<file path="src/rtl/xbus_pkg.sv">
// Shared types for the external bus strobe sequencer.
// Assumes an 8-bit port-2 latch and a 16-bit external address.
package xbus_pkg;
    localparam int BYTE_W = 8;

    // Descriptor of one machine cycle, captured at its start.
    typedef struct packed {
        logic              code_ext;
        logic              data;
        logic              wide;
        logic              ale_en;
        logic [BYTE_W-1:0] p2;
    } cyc_desc_t;

    localparam cyc_desc_t CYC_RESET = '{code_ext: 1'b0, data: 1'b0, wide: 1'b0,
                                        ale_en: 1'b1, p2: {BYTE_W{1'b1}}};
endpackage

</file>
<file path="src/rtl/xbus_phase_ctr.sv">
// Machine-cycle phase counter. Counts 0..CYCLE_CLKS-1 and flags the
// clocks that enter phase 0 and the second half. Reset parks it on the
// last phase so the first clock after release starts a fresh cycle.
module xbus_phase_ctr #(
    parameter int CYCLE_CLKS = 12,
    parameter int PH_W       = $clog2(CYCLE_CLKS)
) (
    input  logic            clk,
    input  logic            rst_n,
    output logic [PH_W-1:0] phase,
    output logic            cyc_start,
    output logic            half_start
);
    localparam logic [PH_W-1:0] PH_LAST = PH_W'(CYCLE_CLKS - 1);
    localparam logic [PH_W-1:0] PH_MID  = PH_W'(CYCLE_CLKS / 2 - 1);

    // Advance the phase, wrapping at the end of a machine cycle.
    always_ff @(posedge clk) begin
        if (!rst_n)                phase <= PH_LAST;
        else if (phase == PH_LAST) phase <= '0;
        else                       phase <= phase + 1'b1;
    end

    // Load strobes for the next clock edge.
    always_comb begin
        cyc_start  = (phase == PH_LAST);
        half_start = (phase == PH_MID);
    end

    assert_phase_range_R2: assert property (@(posedge clk) disable iff (!rst_n)
        phase <= PH_LAST);
    assert_phase_wrap_R2: assert property (@(posedge clk) disable iff (!rst_n)
        (phase == PH_LAST) |=> (phase == '0));
endmodule

</file>
<file path="src/rtl/xbus_cycle_latch.sv">
// Captures the machine-cycle descriptor and the bus address. Controls
// and the data address are taken at cycle start; a non-data cycle also
// reloads the fetch address at the half point for its second fetch.
module xbus_cycle_latch #(
    parameter int ADDR_W = 16
) (
    input  logic                  clk,
    input  logic                  rst_n,
    input  logic                  cyc_start,
    input  logic                  half_start,
    input  logic                  code_ext,
    input  logic                  xdata_req,
    input  logic                  xdata_wide,
    input  logic                  movc_cyc,
    input  logic                  ale_off,
    input  logic [xbus_pkg::BYTE_W-1:0] p2_sfr,
    input  logic [ADDR_W-1:0]     code_addr,
    input  logic [ADDR_W-1:0]     data_addr,
    output xbus_pkg::cyc_desc_t   cyc,
    output logic [ADDR_W-1:0]     bus_addr
);
    import xbus_pkg::*;

    // Descriptor register, loaded once per machine cycle.
    always_ff @(posedge clk) begin
        if (!rst_n) begin
            cyc <= CYC_RESET;
        end else if (cyc_start) begin
            cyc.code_ext <= code_ext;
            cyc.data     <= xdata_req;
            cyc.wide     <= xdata_wide;
            cyc.ale_en   <= !ale_off || code_ext || xdata_req || movc_cyc;
            cyc.p2       <= p2_sfr;
        end
    end

    // Address register: cycle-start select, half-point fetch reload.
    always_ff @(posedge clk) begin
        if (!rst_n)                     bus_addr <= '0;
        else if (cyc_start)             bus_addr <= xdata_req ? data_addr : code_addr;
        else if (half_start && !cyc.data) bus_addr <= code_addr;
    end

    assert_p2_hold_R9: assert property (@(posedge clk) disable iff (!rst_n)
        !cyc_start |=> $stable(cyc.p2));
    assert_desc_hold_R10: assert property (@(posedge clk) disable iff (!rst_n)
        !cyc_start |=> $stable(cyc.data) && $stable(cyc.ale_en));
endmodule

</file>
<file path="src/rtl/xbus_strobe_decode.sv">
// Decodes phase and cycle descriptor into pin values. Each half of a
// machine cycle has a latch-pulse window, an address-hold window one
// clock longer, and a code-read window at its end.
module xbus_strobe_decode #(
    parameter int CYCLE_CLKS = 12,
    parameter int ALE_W      = 2,
    parameter int PSEN_W     = 3,
    parameter int ADDR_W     = 16,
    parameter int PH_W       = $clog2(CYCLE_CLKS)
) (
    input  logic                  clk,
    input  logic                  rst_n,
    input  logic [PH_W-1:0]       phase,
    input  xbus_pkg::cyc_desc_t   cyc,
    input  logic [ADDR_W-1:0]     bus_addr,
    output logic                  ale,
    output logic                  ale_drv,
    output logic                  psen_n,
    output logic [xbus_pkg::BYTE_W-1:0] p0_out,
    output logic                  p0_oe,
    output logic [xbus_pkg::BYTE_W-1:0] p2_out
);
    import xbus_pkg::*;

    localparam logic [PH_W-1:0] HALF_P   = PH_W'(CYCLE_CLKS / 2);
    localparam logic [PH_W-1:0] ALE_P    = PH_W'(ALE_W);
    localparam logic [PH_W-1:0] PSEN_S_P = PH_W'(CYCLE_CLKS / 2 - PSEN_W);

    logic            in_first;
    logic [PH_W-1:0] off;
    logic            fetch_ext;

    // Position within the current half and fetch classification.
    always_comb begin
        in_first  = (phase < HALF_P);
        off       = in_first ? phase : phase - HALF_P;
        fetch_ext = cyc.code_ext && !cyc.data;
    end

    // Latch pulse: second half dropped in data cycles, released if disabled.
    always_comb begin
        ale_drv = cyc.ale_en;
        ale     = cyc.ale_en ? ((off < ALE_P) && (!cyc.data || in_first)) : 1'b1;
    end

    // Code-read strobe at the end of each half of an external fetch cycle.
    always_comb psen_n = !(fetch_ext && (off >= PSEN_S_P));

    // Port 0 address byte across the latch fall, floated for the read.
    always_comb begin
        p0_oe  = (off <= ALE_P) && (fetch_ext || (cyc.data && in_first));
        p0_out = p0_oe ? bus_addr[BYTE_W-1:0] : '0;
    end

    // Port 2: high address byte, or the frozen latch value.
    always_comb
        p2_out = (fetch_ext || (cyc.data && cyc.wide)) ? bus_addr[ADDR_W-1:ADDR_W-BYTE_W]
                                                       : cyc.p2;

    assert_ale_rise_R2: assert property (@(posedge clk) disable iff (!rst_n)
        ($rose(ale) && ale_drv && $past(ale_drv)) |-> (phase == '0 || phase == HALF_P));
    assert_no_second_ale_R3: assert property (@(posedge clk) disable iff (!rst_n)
        (cyc.data && phase >= ALE_P) |-> !ale);
    assert_psen_ale_excl_R4: assert property (@(posedge clk) disable iff (!rst_n)
        !psen_n |-> (!ale && ale_drv));
endmodule

</file>
<file path="src/rtl/xbus_strobe_gen.sv">
// External memory strobe sequencer top. Ties the phase counter, the
// cycle latch and the pin decoder together. Assumes the core holds its
// cycle description valid on the clock that enters phase 0.
module xbus_strobe_gen #(
    parameter int CYCLE_CLKS = 12,
    parameter int ALE_W      = 2,
    parameter int PSEN_W     = 3,
    parameter int ADDR_W     = 16
) (
    input  logic              clk,
    input  logic              rst_n,
    input  logic              code_ext,
    input  logic              xdata_req,
    input  logic              xdata_wide,
    input  logic              movc_cyc,
    input  logic              ale_off,
    input  logic [7:0]        p2_sfr,
    input  logic [ADDR_W-1:0] code_addr,
    input  logic [ADDR_W-1:0] data_addr,
    output logic              ale,
    output logic              ale_drv,
    output logic              psen_n,
    output logic [7:0]        p0_out,
    output logic              p0_oe,
    output logic [7:0]        p2_out
);
    import xbus_pkg::*;

    localparam int PH_W = $clog2(CYCLE_CLKS);

    logic [PH_W-1:0]   phase;
    logic              cyc_start;
    logic              half_start;
    cyc_desc_t         cyc;
    logic [ADDR_W-1:0] bus_addr;

    xbus_phase_ctr #(.CYCLE_CLKS(CYCLE_CLKS), .PH_W(PH_W)) u_ctr (
        .clk(clk), .rst_n(rst_n), .phase(phase),
        .cyc_start(cyc_start), .half_start(half_start)
    );

    xbus_cycle_latch #(.ADDR_W(ADDR_W)) u_latch (
        .clk(clk), .rst_n(rst_n), .cyc_start(cyc_start), .half_start(half_start),
        .code_ext(code_ext), .xdata_req(xdata_req), .xdata_wide(xdata_wide),
        .movc_cyc(movc_cyc), .ale_off(ale_off), .p2_sfr(p2_sfr),
        .code_addr(code_addr), .data_addr(data_addr),
        .cyc(cyc), .bus_addr(bus_addr)
    );

    xbus_strobe_decode #(.CYCLE_CLKS(CYCLE_CLKS), .ALE_W(ALE_W), .PSEN_W(PSEN_W),
                         .ADDR_W(ADDR_W), .PH_W(PH_W)) u_dec (
        .clk(clk), .rst_n(rst_n), .phase(phase), .cyc(cyc), .bus_addr(bus_addr),
        .ale(ale), .ale_drv(ale_drv), .psen_n(psen_n),
        .p0_out(p0_out), .p0_oe(p0_oe), .p2_out(p2_out)
    );

    assert_p0_float_psen_R7: assert property (@(posedge clk) disable iff (!rst_n)
        !psen_n |-> !p0_oe);
    assert_disabled_quiet_R5: assert property (@(posedge clk) disable iff (!rst_n)
        !ale_drv |-> (psen_n && !p0_oe));
endmodule

</file>
<file path="config.mk">
export PLATFORM = sky130hd
export DESIGN_NAME = xbus_strobe_gen
export DESIGN_NICKNAME = d
export VERILOG_FILES = /design/src/rtl/xbus_pkg.sv /design/src/rtl/xbus_phase_ctr.sv /design/src/rtl/xbus_cycle_latch.sv /design/src/rtl/xbus_strobe_decode.sv /design/src/rtl/xbus_strobe_gen.sv
export SDC_FILE = /design/constraint.sdc
export NUM_CORES = 1
export LEC_CHECK = 0
export BUFFER_PORTS_ARGS = -buffer_cell sky130_fd_sc_hd__buf_2
export CORE_MARGIN = 8
export CORE_UTILIZATION = 25
export DETAILED_ROUTE_END_ITERATION = 10
export SYNTH_ARGS = -nofsm -noshare
export SYNTH_HDL_FRONTEND = slang
export SYNTH_SLANG_ARGS = --single-unit
</file>
<file path="constraint.sdc">
create_clock -name clk -period 2.4 [get_ports clk]
set_input_delay 0.24 -clock clk [delete_from_list [all_inputs] [get_ports clk]]
set_output_delay 0.24 -clock clk [all_outputs]
set_load 0.05 [all_outputs]
</file>
==> run_results.csv <==
group,metric,value,unit
run_status,status,"finished clean",
cts,clkSinkCount,32,
final_layout,layout-area-overhead-vs-synth,27.3,%
drt,via_per_inst,4.74,
worst_hold_path,hold_path_depth,3,
setup_path,r2r_cells,4,
final_layout,diodes,0,
synth,synthAdderAreaFrac,1.48,%
drt,met2_length,2290,µm
drt,vias,1620,
synth,synth-seq-cells,32,
power_and_ir_drop,p_leak,0.971,nW
synth,synth_compound_area_share,24.9,%
place,dp.cells,332,
drt,wire_per_inst,14.5,µm
run,maxCapViolCount,0,
drt,drtIter0Drc,90,
place,post-place-ws,0.465,ns
final_layout,finalInstanceArea,2150,µm²
power_and_ir_drop,irDropWorstVdd,0.455,mV
global_route,grt_overflow_total,0,
die,io_pins,67,
timing,setup_viol,0,
setup_path,cp.required,2.16,ns
setup_path,critPathCaptureType,"output port",
cts,clock_path_buffers,2,
place,place_congestion,0.758,
timing,maxSlewViolCount,0,
synth,synthesis.nets,247,
drt,top_layer,"met4",
global_route,grt_pass1_wl,8420,µm
final_layout,multi_input_area,941,µm²
timing,clock_skew,0.00321,ns
setup_path,cp_max_fo,8,
global_route,grt_pass1_vias,1650,
synth,synth_edf_count,0,
cts,cts_resized,0,
die,floorplan.core_area,6680,µm²
timing,rsz0062_at_grt,"false",
timing,min_period,2.23,ns
die,rows,30,
setup_path,reg2reg_from,"u_ctr.phase[1]",
timing,slew_headroom,46.1,%
setup_path,rrSetupSlack,0.50,ns
setup_path,start_kind,"flip-flop",
cts,cts_htree_levels,2,
place,place_area,2050,µm²
timing,fin_setup_tns,0,ns
synth,syn_area_per_cell,8.54,µm²
drt,first_pass_iters,6,
setup_path,slowest_delay,0.46,ns
timing,min_period_over_period,92.8,%
synth,synth_cell_types,33,
cts,cts_tree,"built",
final_layout,fin_nets,310,
setup_path,arrival,1.99,ns
setup_path,path_class,"reg2out",
setup_path,slowest_stage,"dfxtp_1",
setup_path,crit_family,"flip-flops",
synth,ys_seq_area_share,37.9,%
global_route,antenna_found_initial,0,
synth,syn_inst,198,
timing,setup_ws,0.172,ns
setup_path,path_cells,"and2b_1 -> a21oi_2 -> mux2_2 -> buf_2",
die,die_x,98.3,µm
cts,clk_latency,0.28,ns
drt,wl_met1,2300,µm
global_route,grt.total_usage,10.7,%
cts,cts_setup_buffers,0,
drt,antenna_left,0,
synth,synth_top_family_by_area,"compound AO/OA/AOI/OAI gates",
global_route,grt_max_degree,33,
drt,wl_met3,322,µm
place,port_buffers,66,
synth,synth_xor_area_share,0,%
setup_path,worst-path-buf-inv,1,
synth,ys.flop_type,"dfxtp_1",
timing,fin_hold_ws,0.162,ns
worst_hold_path,hold_start,"p2_sfr[2]",
die,die-area,9660,µm²
synth,yosys.area_share.simple,23.9,%
power_and_ir_drop,power_density,858,nW/µm²
cts,path_clk_slew,0.07,ns
final_layout,fin_cells,342,
synth,yosys_warnings,0,
final_layout,drive_gt1_share,38.2,%
cts,cts_buffers,5,
timing,hold_viol,0,
cts,cts_hold_buf,0,
synth,synth_area,1690,µm²
worst_hold_path,hold_end,"u_latch.cyc[2]",
synth,async_reset_ff_share,0,%
final_layout,final_common_cell,"buf_2",
cts,cts_root_buf,"clkbuf_8",
final_layout,final_cell_mix,"buf_2, nand2_1, dfxtp_1",
final_layout,n_fill_cell,728,
setup_path,setup.worst_path.start,"u_latch.cyc[10]",
place,hpwl,3650,µm
die,start_util,25.3,%
drt,drc,0,
drt,drt-total-wl,4970,µm
setup_path,rr_endpoint,"u_latch.bus_addr[1]",
timing,max_freq,449,MHz
synth,synth_mux_area_share,5.33,%
worst_hold_path,hp-class,"in2reg",
timing,worstMarginPinSlew,0.808,ns
die,die_h,98.3,µm
final_layout,seqCellArea,641,µm²
[cell families after synthesis]
group | Yosys count
adder cells (fa/ha/maj) | 2
buffers and inverters | 17
multiplexers | 8
AND/OR/NAND/NOR | 87
AO/OA/AOI/OAI | 52
flip-flops | 32
[synth_stat cells (all sizes together), types with 3 or more instances]
| master | instances | share of area, % |
|---|---|---|
| dfxtp | 32 | 38 |
| a21boi | 10 | 4.4 |
| buf | 10 | 5.0 |
| o31ai | 16 | 7.1 |
| a31oi | 16 | 9.6 |
| nand2b | 3 | 1.1 |
| clkbuf | 6 | 1.3 |
| a21oi | 3 | 1.1 |
| o21ai | 4 | 1.2 |
| nand2 | 58 | 13 |
| mux2 | 8 | 5.3 |
| nand3 | 11 | 3.3 |
[power breakdown]
group	total (W)	internal, W	switching (W)
Sequential	0.000710	0.000635	0.0000756
Combinational	0.000712	0.000246	0.000466
Clock	0.000426	0.000229	0.000197
Total	0.00185	0.00111	0.000739
[worst reg2reg max path: stages (launching register included)]
cell and delay (ns):
dfxtp_1 0.45, ha_1 0.30, and3b_1 0.19, or2_1 0.64, a31oi_1 0.16
[worst max-delay path by stage]
stage	end	slack (ns)	cells past startpoint
final	p2_out[1]	0.17	4
after global routing	p2_out[1]	0.07	4
after CTS	p2_out[1]	0.15	4
after detailed placement	p2_out[3]	0.47	4
after global placement	p2_out[1]	0.48	4
after floorplan	p0_out[0]	0.13	4
[stage by stage]
| stage | total power, W | utilization, % |
|---|---|---|
| final | 0.00185 | 32.2 |
| after global routing | 0.00197 | 32.2 |
| after CTS | 0.00188 | 32.0 |
| after detailed placement | 0.00144 | 30.6 |
| after global placement | 0.00143 | 30.6 |
| after floorplan | 0.00128 | - |
[per-layer routing]
layer / vias to the layer above / track usage, %
li1: 827 / -
met1: 738 / 12.5
met2: 49 / 17.9
met3: 6 / 3.84
met4: 0 / 3.19
met5: - / 0
[final cells by class]
class / count / area share (%)
multi-input combinational: 149 / 43.7
sequential: 32 / 29.8
tap: 80 / 4.65
clock inverter: 2 / 0.465
timing repair buffer: 72 / 17.4
inverter: 1 / 0.174
clock buffer: 6 / 3.83
[state kept, by name, summed over array words and instances, names as in the netlist]
register and flops:
u_latch.bus_addr 16, u_ctr.phase 4, u_latch.cyc 12
(Power assumes the default switching activity.)
